## config.mk

```make
export PLATFORM = sky130hd
export DESIGN_NAME = gpio_bank
export DESIGN_NICKNAME = d
export VERILOG_FILES = /design/src/rtl/gpio_bank_pkg.sv /design/src/rtl/gpio_pin_sync.sv /design/src/rtl/gpio_reg_file.sv /design/src/rtl/gpio_port_drive.sv /design/src/rtl/gpio_read_mux.sv /design/src/rtl/gpio_bank.sv
export SDC_FILE = /design/constraint.sdc
export NUM_CORES = 1
export LEC_CHECK = 0
export ABC_AREA = 1
export CORE_MARGIN = 2
export CORE_UTILIZATION = 30
export DETAILED_ROUTE_END_ITERATION = 8
export PLACE_DENSITY = 0.65
export SYNTH_ARGS = -nofsm -noshare
export SYNTH_HDL_FRONTEND = slang
export SYNTH_SLANG_ARGS = --single-unit
```

## constraint.sdc

```tcl
create_clock -name clk -period 1.3 [get_ports clk]
set_input_delay 0.13 -clock clk [delete_from_list [all_inputs] [get_ports clk]]
set_output_delay 0.13 -clock clk [all_outputs]
set_load 0.1 [all_outputs]
```

## src/rtl/gpio_bank_pkg.sv

```systemverilog
// Shared definitions for the GPIO register bank.
// Assumes a two-bit register select; register codes are fixed by the bus map.
package gpio_bank_pkg;
    localparam int REG_ADDR_W = 2;

    typedef enum logic [REG_ADDR_W-1:0] {
        REG_PINS   = 2'd0,
        REG_DRIVE  = 2'd1,
        REG_INVERT = 2'd2,
        REG_DIR    = 2'd3
    } reg_sel_e;
endpackage

```

## src/rtl/gpio_pin_sync.sv

```systemverilog
// Multi-stage synchronizer for the raw pin levels.
// Assumes pins are asynchronous to clk; the stage count is a parameter (>= 2).
module gpio_pin_sync #(
    parameter int              WIDTH     = 8,
    parameter int              STAGES    = 2,
    parameter logic [WIDTH-1:0] RESET_VAL = '1
) (
    input  logic             clk,
    input  logic             rst_n,
    input  logic [WIDTH-1:0] async_in,
    output logic [WIDTH-1:0] sync_out
);
    logic [WIDTH-1:0] stage_q [STAGES];

    genvar g;
    generate
        for (g = 0; g < STAGES; g++) begin : g_stage
            // One flop stage of the chain; stage 0 captures the raw pins.
            always_ff @(posedge clk) begin
                if (!rst_n)
                    stage_q[g] <= RESET_VAL;
                else if (g == 0)
                    stage_q[g] <= async_in;
                else
                    stage_q[g] <= stage_q[(g == 0) ? 0 : g-1];
            end
        end
    endgenerate

    assign sync_out = stage_q[STAGES-1];
endmodule

```

## src/rtl/gpio_reg_file.sv

```systemverilog
// Holds the writable registers: output value, inversion mask, direction.
// Assumes one write strobe per cycle; address 0 (pin view) is read-only.
module gpio_reg_file
    import gpio_bank_pkg::*;
#(
    parameter int WIDTH = 8
) (
    input  logic             clk,
    input  logic             rst_n,
    input  logic             wr_stb,
    input  reg_sel_e         wr_sel,
    input  logic [WIDTH-1:0] wr_data,
    output logic [WIDTH-1:0] drive_q,
    output logic [WIDTH-1:0] invert_q,
    output logic [WIDTH-1:0] dir_q
);
    // Load the output register; resets to all ones.
    always_ff @(posedge clk) begin
        if (!rst_n)
            drive_q <= '1;
        else if (wr_stb && wr_sel == REG_DRIVE)
            drive_q <= wr_data;
    end

    // Load the inversion mask; resets to pass-through.
    always_ff @(posedge clk) begin
        if (!rst_n)
            invert_q <= '0;
        else if (wr_stb && wr_sel == REG_INVERT)
            invert_q <= wr_data;
    end

    // Load the direction register; resets to all inputs.
    always_ff @(posedge clk) begin
        if (!rst_n)
            dir_q <= '1;
        else if (wr_stb && wr_sel == REG_DIR)
            dir_q <= wr_data;
    end

    // an output-register write is held in the flop.
    p_drive_load_r4: assert property (@(posedge clk) disable iff (!rst_n)
        (wr_stb && wr_sel == REG_DRIVE) |=> (drive_q == $past(wr_data)));

    // an inversion write is held in the mask.
    p_invert_load_r5: assert property (@(posedge clk) disable iff (!rst_n)
        (wr_stb && wr_sel == REG_INVERT) |=> (invert_q == $past(wr_data)));

    // a write to the read-only address disturbs no register.
    p_ro_ignored_r3: assert property (@(posedge clk) disable iff (!rst_n)
        (wr_stb && wr_sel == REG_PINS) |=>
            ($stable(drive_q) && $stable(invert_q) && $stable(dir_q)));
endmodule

```

## src/rtl/gpio_port_drive.sv

```systemverilog
// Per-pin output enable and output value from direction and output registers.
// Assumes direction bit 1 = input (driver off, value forced low).
module gpio_port_drive #(
    parameter int WIDTH = 8
) (
    input  logic [WIDTH-1:0] drive_q,
    input  logic [WIDTH-1:0] dir_q,
    output logic [WIDTH-1:0] pin_out,
    output logic [WIDTH-1:0] pin_oe
);
    genvar b;
    generate
        for (b = 0; b < WIDTH; b++) begin : g_pin
            // Enable the driver only for output pins and gate the value to match.
            always_comb begin
                pin_oe[b]  = ~dir_q[b];
                pin_out[b] = dir_q[b] ? 1'b0 : drive_q[b];
            end
        end
    endgenerate
endmodule

```

## src/rtl/gpio_read_mux.sv

```systemverilog
// Combinational read path: selects a register; the pin view is XORed with the mask.
// Assumes the pin view is already synchronized.
module gpio_read_mux
    import gpio_bank_pkg::*;
#(
    parameter int WIDTH = 8
) (
    input  reg_sel_e         rd_sel,
    input  logic [WIDTH-1:0] pins_sync,
    input  logic [WIDTH-1:0] drive_q,
    input  logic [WIDTH-1:0] invert_q,
    input  logic [WIDTH-1:0] dir_q,
    output logic [WIDTH-1:0] rd_data
);
    // Pick the addressed register for the bus.
    always_comb begin
        unique case (rd_sel)
            REG_PINS:   rd_data = pins_sync ^ invert_q;
            REG_DRIVE:  rd_data = drive_q;
            REG_INVERT: rd_data = invert_q;
            REG_DIR:    rd_data = dir_q;
            default:    rd_data = '0;
        endcase
    end
endmodule

```

## src/rtl/gpio_bank.sv

```systemverilog
// Top of the GPIO register bank: synchronizer, register file, read mux and pin drive.
// Assumes a single clock domain for the register bus; pins may be asynchronous.
module gpio_bank
    import gpio_bank_pkg::*;
#(
    parameter int WIDTH       = 8,
    parameter int SYNC_STAGES = 2
) (
    input  logic                  clk,
    input  logic                  rst_n,
    input  logic [REG_ADDR_W-1:0] reg_addr,
    input  logic                  wr_stb,
    input  logic [WIDTH-1:0]      wr_data,
    output logic [WIDTH-1:0]      rd_data,
    input  logic [WIDTH-1:0]      pin_in,
    output logic [WIDTH-1:0]      pin_out,
    output logic [WIDTH-1:0]      pin_oe
);
    localparam logic [WIDTH-1:0] PIN_IDLE = '1;

    reg_sel_e         sel;
    logic [WIDTH-1:0] pins_sync;
    logic [WIDTH-1:0] drive_q;
    logic [WIDTH-1:0] invert_q;
    logic [WIDTH-1:0] dir_q;

    assign sel = reg_sel_e'(reg_addr);

    gpio_pin_sync #(
        .WIDTH(WIDTH), .STAGES(SYNC_STAGES), .RESET_VAL(PIN_IDLE)
    ) u_sync (
        .clk(clk), .rst_n(rst_n), .async_in(pin_in), .sync_out(pins_sync)
    );

    gpio_reg_file #(.WIDTH(WIDTH)) u_regs (
        .clk(clk), .rst_n(rst_n), .wr_stb(wr_stb), .wr_sel(sel),
        .wr_data(wr_data), .drive_q(drive_q), .invert_q(invert_q), .dir_q(dir_q)
    );

    gpio_read_mux #(.WIDTH(WIDTH)) u_rdmux (
        .rd_sel(sel), .pins_sync(pins_sync), .drive_q(drive_q),
        .invert_q(invert_q), .dir_q(dir_q), .rd_data(rd_data)
    );

    gpio_port_drive #(.WIDTH(WIDTH)) u_drive (
        .drive_q(drive_q), .dir_q(dir_q), .pin_out(pin_out), .pin_oe(pin_oe)
    );

    // a direction write sets the enables to its complement on the next edge.
    p_dir_to_oe_r6: assert property (@(posedge clk) disable iff (!rst_n)
        (wr_stb && sel == REG_DIR) |=> (pin_oe == ~$past(wr_data)));

    // a pin without an enable never shows a driven one.
    p_input_quiet_r6: assert property (@(posedge clk) disable iff (!rst_n)
        ((pin_out & ~pin_oe) == '0));

    // an output write reaches enabled pins one edge after the strobe.
    p_out_latency_r8: assert property (@(posedge clk) disable iff (!rst_n)
        (wr_stb && sel == REG_DRIVE && !$isunknown(wr_data)) |=>
            (pin_out == ($past(wr_data) & pin_oe)));
endmodule

```

==> flow_summary.ini, run 1 <==
[setup_path]
crit_type = reg -> out
arrival_ns = 1.15
path_max_fanout = 3
critPathCaptureType = output port
crit_required_ns = 1.17
startpoint_type = register

[global_route]
overflow = 0
grt_pass1_wl_um = 6640
met1_usage_pct = 16.8
grt_util_met3_pct = 2.50
grt_pass1_vias = 1439
grtUsageMet2_pct = 20.2
grt_max_degree = 41
top_usage_layer = met2
antenna_found_initial = 0
grtUsageTotal_pct = 13.0

[placement]
place.gp.congestion = 0.867
dpl.hpwl_um = 3090
dp.cells = 391
portBuffers = 44

[run]
drv_cap = 0

[power]
p_int_mw = 2.16
p_per_area_nw_per_um2 = 1140
p_leak_nw = 1.52
switchingPower_mw = 1.13
combPwrFrac_pct = 32.8
p_seq_share_pct = 40.6
power.share.clock_pct = 26.7
switching_share_pct = 34.3
irDropWorstVdd_uv = 470

[route]
via_per_inst = 4.23
wire_per_inst_um = 10.5
ant_nets = 0
vias = 1693
drt_iter0_drc = 73
drc = 0
first_pass_iters = 4
wirelength_um = 4190

[floorplanning]
die_h_um = 82.2
die_w_um = 82.2
pin_count = 45
core_area_sq_um = 5920
rows = 28
die_area_sq_um = 6760
start_util_pct = 31.0

[timing]
tightest_slew_ns = 0.231
hold_viol_final = 0
fin_skew_ns = 0.000505
slew_violations = 0
fmax_mhz = 783
setup_violations = 0
finalCritPeriodShare_pct = 98.3
fin_setup_tns_ns = 0
rsz0062_at_grt = yes
finalCriticalPeriod_ns = 1.28
relSlewSlack_pct = 84.6

[cts]
cts_root_buf = clkbuf_8
numCtsBuffers = 5
cts_max_path_buffers = 2
insertion_delay_ns = 0.28
cts.clk_slew.worst_paths_ns = 0.07
ctsHoldBuffers = 0
clock-sinks = 40
cts_tree = done
htree_levels = 2

[finish]
drive_gt1_share_pct = 32.0
nNetsFinal = 346
syn_to_final_growth_pct = 57.4
num_antenna_cells = 0
instances_no_fill = 400
fillers = 569
post-route-util_pct = 48.8

[yosys]
synth_mux_area_share_pct = 0
synth_cells = 272
synth_simple_gate_area_share_pct = 40.3
synth_compound_area_share_pct = 0
synth_top_family_by_area = simple AND/OR/NAND/NOR gates
synth_fa_ha_area_share_pct = 0
netlist_area_sq_um = 1830
avgSynthCellArea_sq_um = 6.74
yosysSeqAreaShare_pct = 43.7
synthXorXnorAreaFrac_pct = 3.34
yosysWarnings = 0
syn_nets = 293
synth_cell_types = 18
ys_seq_elements = 40

[worst_hold_path]
hold_path_class = in -> reg

[outcome]
status = finished, final reports clean
[power by group through the flow]
stage	sequential, mW	clock (mW)	combinational [mW]
CTS	1.33	0.890	1.06
global placement	1.36	0	1.05
finish	1.33	0.876	1.08
detailed placement	1.36	0	1.06
global route	1.34	0.946	1.13
floorplan	1.35	0	0.661
[critical path, stage by stage, from the launching register on]
cell and delay, ns:
dfxtp_2 0.35, xor2_1 0.16, nand2_1 0.08, nand2_2 0.09, buf_12 0.17
[final timing paths]
kind	cells after the start	slack, ns	from	to
hold reg to reg	2	0.40	u_sync.stage_q[0][4]	u_sync.stage_q[1][4]
setup / recovery	4	0.02	u_regs.invert_q[6]	rd_data[6]
hold / removal	3	0.36	pin_in[6]	u_sync.stage_q[0][6]
setup reg to reg	4	0.65	u_regs.invert_q[0]	u_regs.invert_q[0]
[per-stage QoR]
stage               power (mW)  hold WS [ns]  worst slack, ns  cell area [sq um]
floorplan                 2.01         0.215           -0.128               1870
global placement          2.41         0.384           -0.224               2700
detailed placement        2.42         0.385           -0.251               2700
CTS                       3.28         0.356        0.0000969               2800
global route              3.42         0.362          -0.0471               2890
finish                    3.28         0.362           0.0226               2890
[cells in the mapped netlist]
cell type	count	area, sq um
buf_4	1	7.51
nor2_8	1	20.0
nor2_2	1	6.26
nand3_1	39	195
dfxtp_1	40	801
nand2_2	1	6.26
nand3_4	1	17.5
nand3_2	1	10.0
xor2_1	7	61.3
clkbuf_1	4	15.0
nor2_1	42	158
nand2_1	84	315
buf_2	2	10.0
inv_1	41	154
clkinv_2	1	5.00
inv_2	2	7.51
buf_6	3	33.8
nand2_4	1	11.3
[flip-flops by register name (all words and copies together) (netlist names)]
signal and cells:
u_regs.invert_q 8, u_sync.stage_q 16, u_regs.dir_q 8, u_regs.drive_q 8
[layer usage]
layer | share of wire (%) | vias to the layer above
met3 | 4.0 | 11
met5 | 0 | -
met2 | 49 | 41
li1 | - | 913
met1 | 45 | 728
met4 | 2.8 | 0
[cell usage in the layout, fill, tap and decap left out, types with 9 or more instances in the layout]
cell type	count
nand3_1	35
buf_4	9
nor2_1	27
buf_12	27
nand2_2	12
nand2_1	73
clkdlybuf4s50_1	18
dfxtp_2	13
dfxtp_1	21
nor2_2	16
inv_1	39
[what timing repair did]
| item | CTS | global route |
|---|---|---|
| setup buffers | 0 | 2 |
| endpoints found under the setup margin | 8 | 8 |
| resized for setup | 10 | 37 |
| pin swaps | 0 | 18 |
[area by class of cell]
type / instances / area (sq um) / share of cell area (%)
well taps: 75 / 93.8 / 3.25
multi-input cells: 178 / 886 / 30.7
repair buffers: 56 / 803 / 27.8
inverters: 44 / 169 / 5.85
flip-flops and latches: 40 / 840 / 29.1
clock buffers: 7 / 96.3 / 3.34
[cell families after synthesis]
| kind of cell | Yosys count |
|---|---|
| xor+xnor | 7 |
| buf+inv | 54 |
| flops | 40 |
| simple gates | 171 |
Note: power is estimated with default switching activity, not from simulation.
==> run 2, diff against run 1 <==
--- a/config.mk
+++ b/config.mk
@@ -10,6 +10,7 @@
 export CORE_UTILIZATION = 30
 export DETAILED_ROUTE_END_ITERATION = 8
 export PLACE_DENSITY = 0.65
+export RECOVER_POWER = 50
 export SYNTH_ARGS = -nofsm -noshare
 export SYNTH_HDL_FRONTEND = slang
 export SYNTH_SLANG_ARGS = --single-unit
==> flow_summary.ini, run 2 (same netlist as run 1, synthesis figures left out) <==
[timing]
finalCritPeriodShare_pct = 98.2
tightest_slew_ns = 0.755
relSlewSlack_pct = 49.7
slew_violations = 0
rsz0062_at_grt = yes
fin_ws_ns = 0.0229
fin_skew_ns = 0.000504
hold_viol_final = 0
whs_ns = 0.362
setup_violations = 0
fin_setup_tns_ns = 0
fmax_mhz = 783
finalCriticalPeriod_ns = 1.28

[placement]
place_ws_ns = -0.251
dpl.hpwl_um = 3090
portBuffers = 44
dp.cells = 391
place_area_sq_um = 2700
place.gp.congestion = 0.867

[outcome]
status = finished, final reports clean

[cts]
insertion_delay_ns = 0.28
cts_max_path_buffers = 2
clock-sinks = 40
ctsHoldBuffers = 0
cts_root_buf = clkbuf_8
cts.clk_slew.worst_paths_ns = 0.07
htree_levels = 2
numCtsBuffers = 5
cts_tree = done

[power]
switchingPower_mw = 1.12
p_per_area_nw_per_um2 = 1140
p_seq_share_pct = 40.7
combPwrFrac_pct = 32.6
power.share.clock_pct = 26.7
p_leak_nw = 1.51
p_int_mw = 2.15
irDropWorstVdd_uv = 468
p_total_mw = 3.27
switching_share_pct = 34.3

[route]
ant_nets = 0
wire_per_inst_um = 10.4
vias = 1686
wirelength_um = 4170
first_pass_iters = 4
drc = 0
drt_iter0_drc = 77
via_per_inst = 4.22

[setup_path]
arrival_ns = 1.15
critPathCaptureType = output port
slowest_delay_ns = 0.36
crit_required_ns = 1.17
path_max_fanout = 3
crit_type = reg -> out
critical_path.cell_chain = nand3_2 > nand2_1 > nor2_2 > nand2_2 > buf_12
critical_path.slowest_cell = dfxtp_4
startpoint_type = register

[finish]
drive_gt1_share_pct = 32.0
largest-register = u_sync.stage_q
num_antenna_cells = 0
final_common_cell = nand2_1
syn_to_final_growth_pct = 56.6
largest_reg_flops = 16
instances_no_fill = 400
post-route-util_pct = 48.5
final_cell_mix = nand2_1 (73), inv_1 (39), nand3_1 (35)
nNetsFinal = 346
finalInstanceArea_sq_um = 2870

[floorplanning]
die_h_um = 82.2
core_area_sq_um = 5920
rows = 28
start_util_pct = 31.0
die_w_um = 82.2
pin_count = 45
die_area_sq_um = 6760

[global_route]
grt_max_degree = 41
grtUsageTotal_pct = 13.0
antenna_found_initial = 0
overflow = 0
grt_pass1_vias = 1439
grt_pass1_wl_um = 6640

[worst_hold_path]
hold_path_class = in -> reg

[run]
drv_cap = 0
run 2: cell types whose count changed in the layout (fill, tap and decap cells not counted):
cell / delta
clkbuf_2: +1
buf_12: -1
run 2: what timing repair did:
action	in CTS	in global routing
pin swaps	0	18
gates resized for setup	10	37
endpoints found under the hold margin	0	0
buffers inserted	0	2
setup endpoints to repair	8	8
run 2: per-layer routing:
layer	wire, um	track usage (%)	up-vias
li1	-	-	911
met1	1880	16.8	726
met2	2010	20.2	38
met3	171	2.50	11
met4	117	7.67	0
met5	0	0	-
run 2: power groups by stage:
| stage | clock [mW] | sequential [mW] | combinational (mW) |
|---|---|---|---|
| 6_report | 0.874 | 1.33 | 1.07 |
| 3_5_place_dp | 0 | 1.36 | 1.06 |
| 4_1_cts | 0.890 | 1.33 | 1.06 |
| 2_1_floorplan | 0 | 1.35 | 0.661 |
| 3_3_place_gp | 0 | 1.36 | 1.05 |
| 5_1_grt | 0.946 | 1.34 | 1.13 |
run 2: critical path, delay by kind of cell, from the launching register on:
family / cells / cell delay, ns
buf+inv: 1 / 0.17
flops: 1 / 0.36
simple gates: 4 / 0.33
run 2: layout make-up:
cell class,count,area [sq um]
clock buffers,7,96.3
fillers,570,3050
repair buffers,56,788
inverters,44,169
flip-flops and latches,40,840
multi-input cells,178,886
well taps,75,93.8
run 2: worst paths after layout:
check                       start                   end  slack, ns  depth (start not counted)
max            u_regs.invert_q[0]            rd_data[0]       0.02                          5
min                     pin_in[6]  u_sync.stage_q[0][6]       0.36                          3
max reg2reg    u_regs.invert_q[0]    u_regs.invert_q[0]       0.62                          4
min reg2reg  u_sync.stage_q[0][4]  u_sync.stage_q[1][4]       0.40                          2
==> run 3, diff against run 2 <==
--- a/config.mk
+++ b/config.mk
@@ -7,9 +7,9 @@
 export LEC_CHECK = 0
 export ABC_AREA = 1
 export CORE_MARGIN = 2
-export CORE_UTILIZATION = 30
+export CORE_UTILIZATION = 43
 export DETAILED_ROUTE_END_ITERATION = 8
-export PLACE_DENSITY = 0.65
+export PLACE_DENSITY = 0.83
 export RECOVER_POWER = 50
 export SYNTH_ARGS = -nofsm -noshare
 export SYNTH_HDL_FRONTEND = slang
==> flow_summary.ini, run 3 (same netlist as run 1, synthesis figures left out) <==
[route]
wirelength_um = 4340
drc = 0
vias = 1788
wl_met3_um = 242
wire_per_inst_um = 11.5
highest_layer = met4
via_per_inst = 4.74
met1_length_um = 1830
ant_nets = 0
first_pass_iters = 4
drt_iter0_drc = 117
dr_wl_met2_um = 2140

[finish]
largest_reg_flops = 16
fillers = 306
instances_no_fill = 377
drive_gt1_share_pct = 33.3
num_antenna_cells = 0
nNetsFinal = 347
syn_to_final_growth_pct = 54.2
largest-register = u_sync.stage_q
final_common_cell = nand2_1
final_cell_mix = nand2_1 (75), nand3_1 (38), inv_1 (37)

[global_route]
overflow = 0
grt_pass1_wl_um = 7130
grtUsageTotal_pct = 18.5
antenna_found_initial = 0
grt_pass1_vias = 1625
grt_max_degree = 41

[floorplanning]
rows = 23
start_util_pct = 45.2
pin_count = 45
die_h_um = 69.3
die_w_um = 69.3
core_area_sq_um = 4060
die_area_sq_um = 4800

[timing]
fin_ws_ns = -0.00411
finalCriticalPeriod_ns = 1.30
whs_ns = 0.344
tightest_slew_ns = 0.758
hold_viol_final = 0
finalCritPeriodShare_pct = 100
slew_violations = 0
fmax_mhz = 767
relSlewSlack_pct = 49.5
rsz0062_at_grt = yes
fin_skew_ns = 0.00199
setup_violations = 1

[placement]
dpl.hpwl_um = 3140
portBuffers = 44
dp.cells = 366
place.gp.congestion = 0.911

[cts]
htree_levels = 2
ctsHoldBuffers = 0
cts_tree = done
cts_root_buf = clkbuf_8
cts_max_path_buffers = 2
numCtsBuffers = 5
clock-sinks = 40
insertion_delay_ns = 0.30
cts.clk_slew.worst_paths_ns = 0.08

[worst_hold_path]
hold_path_class = in -> reg
min_path_cells = 3

[setup_path]
critical_path.slowest_cell = dfxtp_2
path_max_fanout = 2
crit_required_ns = 1.17
slowest_delay_ns = 0.32
startpoint_type = register
crit_type = reg -> out
arrival_ns = 1.17
ff2ff_path_depth = 5
critPathCaptureType = output port
critical_path.cell_chain = inv_2 > nand2_2 > nand2_2 > nor2_2 > nor2_2 > buf_12

[outcome]
status = finished, violations left
violations = setup timing

[power]
irDropWorstVdd_uv = 730
p_per_area_nw_per_um2 = 1140
p_leak_nw = 1.51

[run]
drv_cap = 0
[run 3: metrics by stage]
stage	cell area [sq um]	power [mW]	worst slack [ns]	setup TNS (ns)	utilization [%]
after floorplan	1870	2.01	-0.128	-0.128	-
after global placement	2660	2.40	-0.292	-5.23	65.6
after detailed placement	2660	2.41	-0.290	-5.46	65.6
after CTS	2790	3.23	-0.00594	-0.00594	68.8
after global routing	2830	3.35	-0.0673	-0.346	69.7
final	2830	3.23	-0.00411	-0.00411	69.7
[run 3: cell type report]
cell class                 count  area, sq um  area share (%)
clock buffer                   5         68.8            2.43
inverter                      44          166            5.88
timing repair buffer          57          797            28.2
tap                           50         62.6            2.21
multi-input combinational    178          883            31.2
sequential                    40          832            29.4
clock inverter                 3         18.8           0.663
[run 3: path summary, 6_finish.rpt]
check	start	to	slack, ns
setup reg to reg	u_regs.invert_q[2]	u_regs.invert_q[2]	0.52
hold reg to reg	u_sync.stage_q[0][7]	u_sync.stage_q[1][7]	0.40
hold / removal	pin_in[2]	u_sync.stage_q[0][2]	0.34
setup / recovery	u_sync.stage_q[1][3]	rd_data[3]	-0.004
[run 3: where the power goes]
part | leakage [nW] | internal (mW) | switching (mW)
logic | 1.13 | 0.394 | 0.685
clock network | 0.0479 | 0.374 | 0.443
registers | 0.329 | 1.29 | 0.0439
[run 3: layer usage]
metal / vias up / GRT usage [%]
met5: - / 0
met4: 0 / 9.59
met3: 14 / 4.94
met2: 55 / 30.8
met1: 804 / 21.8
li1: 915 / -
[run 3: worst max-delay path: cells and delay by family, from the launching register on]
family                 cells  cell delay [ns]
flip-flops                 1             0.32
AND/OR/NAND/NOR            4             0.30
buffers and inverters      2             0.25
[run 3: repair_timing]
action | CTS | global route
endpoints found under the hold margin | 0 | 0
pin swaps | 5 | 20
setup endpoints to repair | 8 | 8
gates resized for setup | 24 | 23
setup buffers | 1 | 2
